**config.mk**
```make
export PLATFORM = sky130hd
export DESIGN_NAME = nvgpio_ctrl
export DESIGN_NICKNAME = d
export VERILOG_FILES = /design/src/rtl/nvgpio_pkg.sv /design/src/rtl/nvgpio_regctl.sv /design/src/rtl/nvgpio_datapath.sv /design/src/rtl/nvgpio_ctrl.sv
export SDC_FILE = /design/constraint.sdc
export NUM_CORES = 1
export LEC_CHECK = 0
export BUFFER_PORTS_ARGS = -buffer_cell sky130_fd_sc_hd__buf_2
export CAP_MARGIN = 20
export CORE_MARGIN = 2
export CORE_UTILIZATION = 50
export CTS_BUF_LIST = sky130_fd_sc_hd__clkbuf_4
export CTS_CLUSTER_DIAMETER = 30
export DETAILED_ROUTE_END_ITERATION = 8
export PLACE_DENSITY = 0.9
export SLEW_MARGIN = 20
export SYNTH_ARGS = -nofsm -noshare
export SYNTH_HDL_FRONTEND = slang
export SYNTH_SLANG_ARGS = --single-unit
```
**constraint.sdc**
```tcl
create_clock -name clk -period 1.9 [get_ports clk]
set_input_delay 0.19 -clock clk [delete_from_list [all_inputs] [get_ports clk]]
set_output_delay 0.19 -clock clk [all_outputs]
set_load 0.005 [all_outputs]
```
**src/rtl/nvgpio_pkg.sv**
```systemverilog
package nvgpio_pkg;
  localparam int LINES  = 4;
  localparam int LIDX_W = $clog2(LINES);
  localparam int ADDR_CTRL = 0;
  localparam int ADDR_CFG  = 1;
  localparam int ADDR_STAT = 2;

  typedef enum logic [2:0] {
    RD_ZERO, RD_CTRL, RD_CFG, RD_STAT, RD_SINGLE, RD_LINE
  } rdSel_e;

  typedef struct packed {
    logic              wrCtrl;
    logic              wrCfg;
    logic              wrSingle;
    logic              wrLine;
    logic [LIDX_W-1:0] lineIdx;
    rdSel_e            rdSel;
  } strobe_t;
endpackage

```
**src/rtl/nvgpio_regctl.sv**
```systemverilog
module nvgpio_regctl
  import nvgpio_pkg::*;
#(
  parameter int ADDR_W   = 3,
  parameter int PIN_BASE = 4
) (
  input  logic [ADDR_W-1:0] regAddr,
  input  logic              regWrEn,
  input  logic              accSingle,
  output strobe_t           strb
);
  logic [ADDR_W-1:0] offs;
  logic              inPinWin;

  assign offs     = regAddr - ADDR_W'(PIN_BASE);
  assign inPinWin = (int'(regAddr) >= PIN_BASE) && (int'(offs) < LINES);

  always_comb begin
    strb         = '0;
    strb.rdSel   = RD_ZERO;
    strb.lineIdx = offs[LIDX_W-1:0];
    if (int'(regAddr) == ADDR_CTRL) begin
      strb.rdSel  = RD_CTRL;
      strb.wrCtrl = regWrEn;
    end else if (int'(regAddr) == ADDR_CFG) begin
      strb.rdSel = RD_CFG;
      strb.wrCfg = regWrEn;
    end else if (int'(regAddr) == ADDR_STAT) begin
      strb.rdSel = RD_STAT;
    end else if (inPinWin) begin
      if (accSingle) begin
        if (offs == '0) begin
          strb.rdSel    = RD_SINGLE;
          strb.wrSingle = regWrEn;
        end
      end else begin
        strb.rdSel  = RD_LINE;
        strb.wrLine = regWrEn;
      end
    end
  end
endmodule

```
**src/rtl/nvgpio_datapath.sv**
```systemverilog
module nvgpio_datapath
  import nvgpio_pkg::*;
#(
  parameter int         SYNC_STAGES = 2,
  parameter logic [7:0] MIRROR_KEY  = 8'hAA
) (
  input  logic             clk,
  input  logic             rstN,
  input  strobe_t          strb,
  input  logic [7:0]       regWrData,
  input  logic [7:0]       defDirVal,
  input  logic [7:0]       defTypeInv,
  input  logic [7:0]       defModeKey,
  input  logic [LINES-1:0] pinIn,
  output logic [LINES-1:0] pinOe,
  output logic [LINES-1:0] pinOut,
  output logic [7:0]       regRdData,
  output logic             accSingle
);
  logic                                  loading;
  logic                                  mirrorOn;
  logic [LINES-1:0]                      dirQ, ovQ, otQ, invQ;
  logic [SYNC_STAGES-1:0][LINES-1:0]     syncQ;
  logic [LINES-1:0]                      pinLevel, inVal;

  always_ff @(posedge clk or negedge rstN) begin
    if (!rstN) begin
      syncQ <= '0;
    end else begin
      syncQ <= {syncQ[SYNC_STAGES-2:0], pinIn};
    end
  end

  assign pinLevel = syncQ[SYNC_STAGES-1];
  assign inVal    = pinLevel ^ invQ;

  always_ff @(posedge clk or negedge rstN) begin
    if (!rstN) begin
      loading   <= 1'b1;
      dirQ      <= '1;
      ovQ       <= '0;
      otQ       <= '0;
      invQ      <= '0;
      accSingle <= 1'b0;
      mirrorOn  <= 1'b0;
    end else if (loading) begin
      loading   <= 1'b0;
      dirQ      <= defDirVal[7:4];
      ovQ       <= defDirVal[3:0];
      otQ       <= defTypeInv[7:4];
      invQ      <= defTypeInv[3:0];
      accSingle <= 1'b0;
      mirrorOn  <= (defModeKey == MIRROR_KEY);
    end else begin
      if (strb.wrCtrl) begin
        accSingle <= regWrData[7];
        dirQ      <= regWrData[3:0];
      end
      if (strb.wrCfg) begin
        otQ  <= regWrData[7:4];
        invQ <= regWrData[3:0];
      end
      if (strb.wrSingle) ovQ <= regWrData[3:0];
      if (strb.wrLine)   ovQ[strb.lineIdx] <= regWrData[0];
    end
  end

  for (genvar n = 0; n < LINES; n++) begin : g_pad
    assign pinOe[n]  = !loading && !dirQ[n] && !(otQ[n] && ovQ[n]);
    assign pinOut[n] = ovQ[n] && !otQ[n];
  end

  always_comb begin
    case (strb.rdSel)
      RD_CTRL:   regRdData = {accSingle, 2'b00, mirrorOn, dirQ};
      RD_CFG:    regRdData = {otQ, invQ};
      RD_STAT:   regRdData = mirrorOn ? {5'b0, pinLevel[1], pinLevel[0], 1'b0} : 8'h00;
      RD_SINGLE: regRdData = {inVal, ovQ};
      RD_LINE:   regRdData = {3'b111, inVal[strb.lineIdx], 3'b111, ovQ[strb.lineIdx]};
      default:   regRdData = 8'h00;
    endcase
  end
endmodule

```
**src/rtl/nvgpio_ctrl.sv**
```systemverilog
module nvgpio_ctrl
  import nvgpio_pkg::*;
#(
  parameter int         ADDR_W      = 3,
  parameter int         PIN_BASE    = 4,
  parameter int         SYNC_STAGES = 2,
  parameter logic [7:0] MIRROR_KEY  = 8'hAA
) (
  input  logic              clk,
  input  logic              rstN,
  input  logic [7:0]        defDirVal,
  input  logic [7:0]        defTypeInv,
  input  logic [7:0]        defModeKey,
  input  logic [ADDR_W-1:0] regAddr,
  input  logic              regWrEn,
  input  logic [7:0]        regWrData,
  output logic [7:0]        regRdData,
  input  logic [3:0]        pinIn,
  output logic [3:0]        pinOe,
  output logic [3:0]        pinOut
);
  strobe_t strb;
  logic    accSingle;

  nvgpio_regctl #(.ADDR_W(ADDR_W), .PIN_BASE(PIN_BASE)) i_regctl (
    .regAddr(regAddr), .regWrEn(regWrEn), .accSingle(accSingle), .strb(strb)
  );

  nvgpio_datapath #(.SYNC_STAGES(SYNC_STAGES), .MIRROR_KEY(MIRROR_KEY)) i_dp (
    .clk(clk), .rstN(rstN), .strb(strb), .regWrData(regWrData),
    .defDirVal(defDirVal), .defTypeInv(defTypeInv), .defModeKey(defModeKey),
    .pinIn(pinIn), .pinOe(pinOe), .pinOut(pinOut),
    .regRdData(regRdData), .accSingle(accSingle)
  );
endmodule

```
==> metrics.txt, run 1 <==
Post-Route WL 3950 um; max-slew violations 0; synth top area cells dfrtp_1 (34%), mux2i_1 (11%), dfstp_2 (8.1%); EDFF count, synth 0; fin area 2020 sq um; die height 60.9 um; Synth Flop Type dfrtp_1; GR Overflow Total 0; post-route ant nets 0; Vias per Instance 5.55; DP Area 1910 sq um; row count 20; WL per Instance 14.5 um; share of the yosys chip area belonging to registers 42.2%; CTS tree done; CTS Buf Count 3; Worst setup EP type primary output; status complete, no violations; root buffer cell clkbuf_4; Setup Skew 0.00663 ns; starting density of the core 52.6%; max-cap violations 0; initial antenna violation count 0; Initial DRC Count 108; Worst VDD drop 0.340 mV; CP Cell Sequence xor2_1 > nand3_1 > a221o_1 > o311ai_2 > buf_2; unrepaired setup endpoints after global routing yes; DRC viols 0; Tot GR Track Use 22.2%; vias in the first global route 1313; count leader, synth dfrtp_1; Syn Inst Count 168; Post-synth ARST share 100%; final hold vios 0; routability cong. 0.877; NumNets Final 271; Die W 60.9 um; pin count of the biggest net entering global routing 36; PwrDens 599 nW/um^2; DR vias 1510; H-tree depth 1; Core ar. 3080 sq um; fin crit share 98.8%; WS Path Type flip-flop to primary output; Synth top cells by count dfrtp_1 (22), mux2i_1 (18), nand2_1 (18), o21ai_0 (18), nor2_1 (9); crit path time final 1.88 ns; WP data required 1.71 ns; area share of the largest cell type after synthesis 34.0%; Mean Syn Cell Area 9.63 sq um; CP startpoint kind flip-flop; crit path max-delay cell type dfrtp_1; min-delay worst type input pin to flip-flop; 1st-pass router iterations 4; pre-CTS setup slack 0.345 ns; Layout Area Growth over Synthesis 25.1%; first-pass GRT wire length 6080 um; CTS Buffer Depth 2; DIE AREA 3710 sq um; port buffer count 57; final total power 1210 uW; Worst-Skew Late Latency 0.33 ns; synthesized flop and latch total 27; Syn Nets 210; FMAX 533 MHz; clk slew on worst S/H paths 0.15 ns; slowest cell delay on critical path 0.44 ns; Setup Viol. Count Final 0; Arrival @ worst endpoint 1.69 ns; synth warn 0; I/O pin count 58; n_diodes 0; area leader, netlist dfrtp_1; clk sinks 27; Slew @ Worst Pin 0.590 ns; final setup margin 0.0231 ns; leakage power 0.000912 uW; crit-path max FO 2; Post-DP HPWL 2900 um; post-synth cell types 49; slew margin rel. 60.7%; layout cells sized above 1 36.4%; synthesized cell area 1620 sq um
[metal layers]
layer / wire (um) / up-vias / share of wire (%) / track usage (%)
met1: 1820 / 697 / 46 / 32.1
met2: 1800 / 72 / 46 / 35.5
met5: 0 / - / 0 / 0
li1: - / 737 / - / -
met4: 35 / 0 / 0.89 / 6.52
met3: 296 / 4 / 7.5 / 2.56
[worst max-delay path, delay by kind of cell, from the launching register on]
family / cells / cell delay (ns)
buf+inv: 1 / 0.15
simple gates: 1 / 0.10
flops: 1 / 0.44
xor+xnor: 1 / 0.23
compound gates: 2 / 0.45
[timing repair]
item,4_1_cts,5_1_grt
pin swaps,0,4
hold buffers,5,0
buffers inserted,0,4
setup endpoints to repair,2,1
resized for setup,1,1
endpoints found under the hold margin,26,0
[final timing paths]
path,from,to,slack (ns),depth (start not counted)
min in group asynchronous,rstN,i_dp.otQ[2]$_DFFE_PN0P_,0.38,2
worst min-delay path,defTypeInv[0],i_dp.invQ[0]$_DFFE_PN0P_,0.06,3
worst min register to register,i_dp.syncQ[3]$_DFF_PN0_,i_dp.pinLevel[3]$_DFF_PN0_,0.37,0
worst max-delay path,i_dp.pinLevel[0]$_DFF_PN0_,regRdData[4],0.02,5
worst max register to register,i_dp.accSingle$_DFFE_PN0P_,i_dp.ovQ[1]$_DFF_PN0_,0.36,6
max in group asynchronous,rstN,i_dp.accSingle$_DFFE_PN0P_,1.10,2
[logic make-up (layout without fill, tap and decap cells)]
group | Yosys count | in the layout | synth area share [%]
buffers and inverters | 17 | 77 | 5.41
other | 1 | 1 | 0.232
xor gates and xnor gates | 4 | 4 | 2.17
AOI/OAI and AO/OA | 50 | 50 | 21.0
DFF | 27 | 27 | 42.2
muxes | 19 | 19 | 11.8
and+or+nand+nor | 50 | 50 | 17.2
[final cells by class]
class / count / area (sq um)
Fill cell: 260 / 1050
Multi-Input combinational cell: 124 / 856
Sequential cell: 27 / 683
Timing Repair Buffer: 69 / 388
Tap cell: 44 / 55.1
Clock buffer: 3 / 22.5
Inverter: 4 / 15.0
Clock inverter: 1 / 5.00
[state kept, by name (all words and copies together) (netlist names)]
register,cells
i_dp.loading,1
i_dp.mirrorOn,1
i_dp.dirQ,4
i_dp.invQ,4
i_dp.pinLevel,4
i_dp.accSingle,1
i_dp.ovQ,4
i_dp.otQ,4
i_dp.syncQ,4
[stage by stage]
| step | TNS, ns | hold slack [ns] | utilization [%] | instances |
|---|---|---|---|---|
| floorplan | 0 | -0.106 | - | 168 |
| finish | 0 | 0.0566 | 65.8 | 272 |
| global placement | 0 | 0.211 | 62.0 | 259 |
| detailed placement | 0 | 0.215 | 62.0 | 259 |
| CTS | 0 | 0.0511 | 64.6 | 268 |
| global route | -0.0791 | 0.0624 | 65.8 | 272 |
[power by group]
part	total (uW)	internal (uW)	leakage [uW]	switching (uW)
clock	249	79.1	0.0000177	170
combinational	283	147	0.000577	136
sequential	680	625	0.000317	54.9
total	1210	851	0.000912	361
[cell usage in the layout, fill, tap and decap left out, types with 2 or more instances in the layout]
cell type,synthesis,layout
buf_4,1,7
mux2i_1,18,18
dfrtp_1,22,21
clkbuf_4,0,3
nor2_1,9,9
a221o_1,2,2
a31oi_1,5,5
a21oi_1,2,2
dlygate4sd3_1,0,5
nor3_1,2,2
a22o_1,2,2
a211oi_1,6,6
nand3_1,2,2
nor2b_1,5,5
buf_2,4,57
a211o_1,2,2
o21ai_0,18,18
nand2_1,18,18
dfstp_2,5,5
xor2_1,3,3
inv_1,4,4
nor4bb_1,2,2
a22oi_1,3,3
Note: power is estimated with default switching activity, not from simulation.
==> run 2, diff against run 1 <==
- PLACE_DENSITY: 0.9 -> default
- PLACE_DENSITY_LB_ADDON: default -> 0.1
- clock period: 1.9 -> 2.2 ns (I/O delays scaled with it)
==> metrics.txt, run 2 (synthesized netlist as in run 1, its figures left out) <==
slowest cell delay on critical path 0.53 ns (+0.09 ns); CTS tree done; final hold vios 0 (unchanged); CTS Buf Count 3 (unchanged); port buffer count 57 (unchanged); WP data required 1.98 ns (+0.27 ns); commonest non-fill, non-tap cell in the layout buf_2; min-delay worst type input pin to flip-flop; FMAX 507 MHz; post-route ant nets 0 (unchanged); leakage power 0.000886 uW (-2.9%); Crit path buffers/inverters 1 (unchanged); final total power 1060 uW (-13%); Layout Area Growth over Synthesis 22.4%; end-of-flow core utilization 64.3% (-1.4 points); setup bufs post-CTS 0 (unchanged); I/O pin count 58 (unchanged); vias in the first global route 1418 (+8.0%); GRT met2 Usage 39.0% (+3.5 points); row count 20 (unchanged); status complete, no violations; 1st-pass router iterations 4 (unchanged); Setup Skew 0.00355 ns (-0.00308 ns); crit path time final 1.97 ns; CP Cell Sequence and2b_2 > nand2_1 > a211o_1 > o311ai_1 > buf_2; DIE AREA 3710 sq um (unchanged); Core ar. 3080 sq um (unchanged); cts repair resizes 0 (-1); PwrDens 533 nW/um^2 (-11%); routability cong. 0.837 (-4.6%); initial antenna violation count 0 (unchanged); Tot GR Track Use 23.4% (+1.2 points); fin crit share 89.7%; clk sinks 27 (unchanged); FILL cells 266 (+2.3%); GR Overflow Total 0 (unchanged); die height 60.9 um (unchanged); Die W 60.9 um (unchanged); met3 usage 2.56% (unchanged); Worst setup EP type primary output; met1 usage 32.6% (+0.57 points); Worst VDD drop 0.261 mV (-23%); most frequent cells in the layout buf_2 (57), dfrtp_1 (22), o21ai_0 (18), mux2i_1 (18), nand2_1 (18); NumNets Final 266 (-1.8%); crit-path max FO 11 (+9); DR vias 1491 (-1.3%); root buffer cell clkbuf_4; starting density of the core 52.6% (unchanged); Vias per Instance 5.58 (+0.59%); H-tree depth 1 (unchanged); pin count of the biggest net entering global routing 35 (-2.8%); max-cap violations 0 (unchanged); DRC viols 0 (unchanged); CP startpoint kind flip-flop; CTS Buffer Depth 2 (unchanged); busiest grt layer met2; unrepaired setup endpoints after global routing no; number of instances in the placed design 258 (-0.39%); first-pass GRT wire length 6430 um (+5.8%); Setup Viol. Count Final 0 (unchanged); layout cells sized above 1 34.1% (-2.3 points); Setup TNS Final 0 ns (unchanged); Arrival @ worst endpoint 1.75 ns (+0.06 ns); slew margin rel. 60.0% (-0.64 points); WL per Instance 15.3 um (+5.4%); Post-Route WL 4090 um (+3.5%); crit path max-delay cell type dfrtp_1; non-filler cells in the finished layout 267 (-1.8%); Slew @ Worst Pin 0.600 ns (+0.00953 ns); Post-DP HPWL 2960 um (+2.1%); n_diodes 0 (unchanged); WS Path Type flip-flop to primary output; max-slew violations 0 (unchanged); Fin Hold WS 0.0970 ns (+0.0404 ns); clk slew on worst S/H paths 0.14 ns (about the same); Worst-Skew Late Latency 0.32 ns (about the same); Initial DRC Count 140 (+30%); CP top delay family flip-flops
==> run 2: metrics by stage <==
step           setup WS [ns]  cell area (sq um)
2_1_floorplan          0.818               1620
3_3_place_gp           0.561               1900
3_5_place_dp           0.492               1900
4_1_cts                0.239               1980
5_1_grt                0.134               1980
6_report               0.227               1980
==> run 2: routing by layer <==
metal  wire [um]  vias to the layer above
met5           0                        -
met1        1840                      709
li1            -                      720
met2        2030                       58
met3         186                        4
met4          24                        0
==> run 2: worst paths after layout <==
| check | from | end | slack (ns) | cells past startpoint |
|---|---|---|---|---|
| setup / recovery | i_dp.accSingle$_DFFE_PN0P_ | regRdData[4] | 0.23 | 5 |
| hold / removal | defDirVal[0] | i_dp.ovQ[0]$_DFF_PN0_ | 0.1 | 3 |
| setup reg to reg | i_dp.accSingle$_DFFE_PN0P_ | i_dp.ovQ[1]$_DFF_PN0_ | 0.69 | 4 |
| hold reg to reg | i_dp.syncQ[3]$_DFF_PN0_ | i_dp.pinLevel[3]$_DFF_PN0_ | 0.37 | 0 |
| max in group asynchronous | rstN | i_dp.otQ[0]$_DFFE_PN0P_ | 1.39 | 2 |
| min in group asynchronous | rstN | i_dp.syncQ[2]$_DFF_PN0_ | 0.41 | 2 |
==> run 2: cell type report <==
type / instances / area (sq um) / area share (%)
inverters: 4 / 15.0 / 0.758
flip-flops and latches: 27 / 682 / 34.4
well taps: 44 / 55.1 / 2.78
repair buffers: 64 / 350 / 17.7
multi-input cells: 124 / 848 / 42.8
clock buffers: 4 / 30.0 / 1.52
==> run 2: worst min-delay path, delay by kind of cell <==
kind                   cells  cell delay [ns]
and+or+nand+nor            1             0.04
buffers and inverters      1             0.07
AOI/OAI and AO/OA          1             0.05
==> run 2: what timing repair did <==
item | in CTS | in global routing
endpoints found under the hold margin | 26 | 0
setup endpoints to repair | 0 | 0
hold buffers | 5 | 0
==> run 2: where the power goes <==
| part | internal, uW | switching, uW |
|---|---|---|
| logic | 123 | 119 |
| clock network | 83.3 | 142 |
| registers | 540 | 47.2 |
| total | 746 | 309 |
==> run 3, diff against run 2 <==
- ABC_AREA: default -> 1
- CORE_UTILIZATION: 50 -> 41
==> metrics.txt, run 3 <==
Fin Hold WS 0.0542 ns (-0.0427 ns); clk sinks 27 (unchanged); pin count of the biggest net entering global routing 28 (-20%); CP Cell Sequence inv_1 > o211ai_1 > inv_1 > buf_2; starting density of the core 41.9% (-11 points); Tot GR Track Use 22.5% (-0.94 points); Setup TNS Final 0 ns (unchanged); routability cong. 0.916 (+9.5%); 1st-pass router iterations 4 (unchanged); Hold Path Origin defDirVal[3]; Syn Inst Count 248 (+48%); max-cap violations 0 (unchanged); Vias per Instance 4.78 (-14%); worst r2r src i_dp.loading$_DFF_PN1_; area share of the largest cell type after synthesis 33.4% (-0.67 points); Layout Area Growth over Synthesis 25.9%; Syn Nets 290 (+38%); WP data required 1.98 ns (about the same); crit-path most repeated cell inv_1; reg2reg end i_dp.otQ[0]$_DFFE_PN0P_; n_diodes 0 (unchanged); end-of-flow core utilization 52.7% (-12 points); Post-DP HPWL 3630 um (+23%); Slew @ Worst Pin 0.613 ns (+0.0138 ns); Setup Skew 0.00626 ns (+0.00271 ns); WL per Instance 12.8 um (-17%); synthesized flop and latch total 27 (unchanged); Mean Syn Cell Area 6.65 sq um (-31%); NumNets Final 355 (+33%); post-route ant nets 0 (unchanged); Worst VDD drop 0.366 mV (+40%); Post-Route WL 4620 um (+13%); CP Capture Point pinOe[0]; unrepaired setup endpoints after global routing no; vias in the first global route 1598 (+13%); root buffer cell clkbuf_4; crit path time final 1.77 ns (-0.205 ns); die height 67.4 um (+11%); CTS Buffer Depth 2 (unchanged); most frequent cells in the layout nand2_1 (92), buf_2 (57), inv_1 (43), dfrtp_1 (22), o21ai_0 (20); clk slew on worst S/H paths 0.17 ns (+0.03 ns); row count 23 (+15%); EDFF count, synth 0 (unchanged); WS Path Type flip-flop to primary output; post-synth cell types 25 (-49%); max-slew violations 0 (unchanged); Synth Flop Type dfrtp_1; Worst setup EP type primary output; commonest non-fill, non-tap cell in the layout nand2_1; count leader, synth nand2_1; CP startpoint kind flip-flop; area leader, netlist dfrtp_1; DRC viols 0 (unchanged); Post-synth ARST share 100% (unchanged); H-tree depth 1 (unchanged); Worst-Skew Late Latency 0.35 ns (+0.03 ns); final hold vios 0 (unchanged); CTS tree done; FMAX 565 MHz (+12%); Die W 67.4 um (+11%); synthesized cell area 1650 sq um (+2.0%); first-pass GRT wire length 7490 um (+16%); FILL cells 428 (+61%); Core ar. 3940 sq um (+28%); Setup Viol. Count Final 0 (unchanged); synth top area cells dfrtp_1 (33%), nand2_1 (21%), inv_1 (9.8%); Initial DRC Count 88 (-37%); Worst setup startpoint i_dp.loading$_DFF_PN1_; layout cells sized above 1 23.4% (-11 points); crit path max-delay cell type inv_1; PwrDens 533 nW/um^2 (about the same); min-delay worst type input pin to flip-flop; slew margin rel. 59.1% (-0.92 points); leakage power 0.00121 uW (+36%); status complete, no violations; I/O pin count 58 (unchanged); DIE AREA 4550 sq um (+23%); synth warn 0 (unchanged); fin crit share 80.4% (-9.3 points); Arrival @ worst endpoint 1.55 ns (-0.20 ns); slowest cell delay on critical path 0.42 ns (-0.11 ns); initial antenna violation count 0 (unchanged); share of the yosys chip area belonging to registers 41.3% (-0.83 points); DR vias 1730 (+16%); Synth top cells by count nand2_1 (92), inv_1 (43), dfrtp_1 (22), o21ai_0 (20), nor2_1 (16); GR Overflow Total 0 (unchanged); port buffer count 57 (unchanged); crit-path max FO 16 (+5); cell count of the worst reg-to-reg path 4 (unchanged); CTS Buf Count 3 (unchanged); reg2reg setup slack 0.76 ns (+0.07 ns)
==> run 3: cell types whose count changed in the layout (fill, tap and decap cells not counted), moves of 5 or more <==
cell / change
nand2_1: +74
inv_1: +39
mux2i_1: -18
nand3_1: +12
a21oi_1: +8
nor2_1: +7
a211oi_1: -6
a31oi_1: -5
nand4_1: +5
nor2b_1: -5
==> run 3: cell families after synthesis <==
logic type / count (synthesis) / synth area share, %
and+or+nand+nor: 133 / 33.3
buffers and inverters: 48 / 11.3
other: 1 / 0.227
xor gates and xnor gates: 1 / 0.531
DFF: 27 / 41.3
AOI/OAI and AO/OA: 38 / 13.3
==> run 3: timing repair <==
action	4_1_cts	5_1_grt
endpoints found under the hold margin	26	0
buffers inserted	0	0
hold buffers	5	0
resized for setup	0	0
==> run 3: worst min path at each step <==
stage                                       to  slack [ns]  cells after the start
finish                   i_dp.ovQ[3]$_DFF_PN0_        0.05                      3
global route             i_dp.ovQ[1]$_DFF_PN0_        0.05                      3
CTS                      i_dp.ovQ[3]$_DFF_PN0_        0.06                      3
detailed placement       i_dp.ovQ[1]$_DFF_PN0_        0.27                      1
global placement    i_dp.pinLevel[0]$_DFF_PN0_        0.27                      1
floorplan           i_dp.accSingle$_DFFE_PN0P_       -0.08                      0
==> run 3: area by class of cell <==
| cell class | instances | area (sq um) | share of cell area (%) |
|---|---|---|---|
| flip-flops and latches | 27 | 682 | 32.8 |
| well taps | 50 | 62.6 | 3.01 |
| clock inverters | 1 | 8.76 | 0.422 |
| inverters | 43 | 161 | 7.77 |
| repair buffers | 65 | 358 | 17.2 |
| clock buffers | 3 | 22.5 | 1.08 |
| multi-input cells | 173 | 782 | 37.7 |
==> run 3: metal layers <==
metal	vias up	global-route usage, %	wire length, um
li1	900	-	-
met1	766	29.2	2070
met2	57	37.6	2190
met3	7	4.33	298
met4	0	7.14	60
met5	-	0	0
==> run 3: power breakdown <==
group	internal, uW	switching [uW]	leakage [uW]
registers	545	29.5	0.000319
logic	116	169	0.000868
clock network	74.6	172	0.0000183
total	736	370	0.00121
==> run 3: metrics by stage <==
stage          setup WS (ns)  cell area, sq um  power (uW)  cells
2_1_floorplan          0.997              1650         732    248
3_3_place_gp           0.776              2000         862    353
3_5_place_dp           0.785              2000         864    353
4_1_cts                0.425              2080        1110    362
5_1_grt                0.289              2080        1180    362
6_report               0.431              2080        1110    362
==> run 3: critical path: cells and delay by family (launching register included) <==
family	cells	cell delay [ns]
flip-flops	1	0.40
AO/OA/AOI/OAI	1	0.18
buffers and inverters	3	0.63
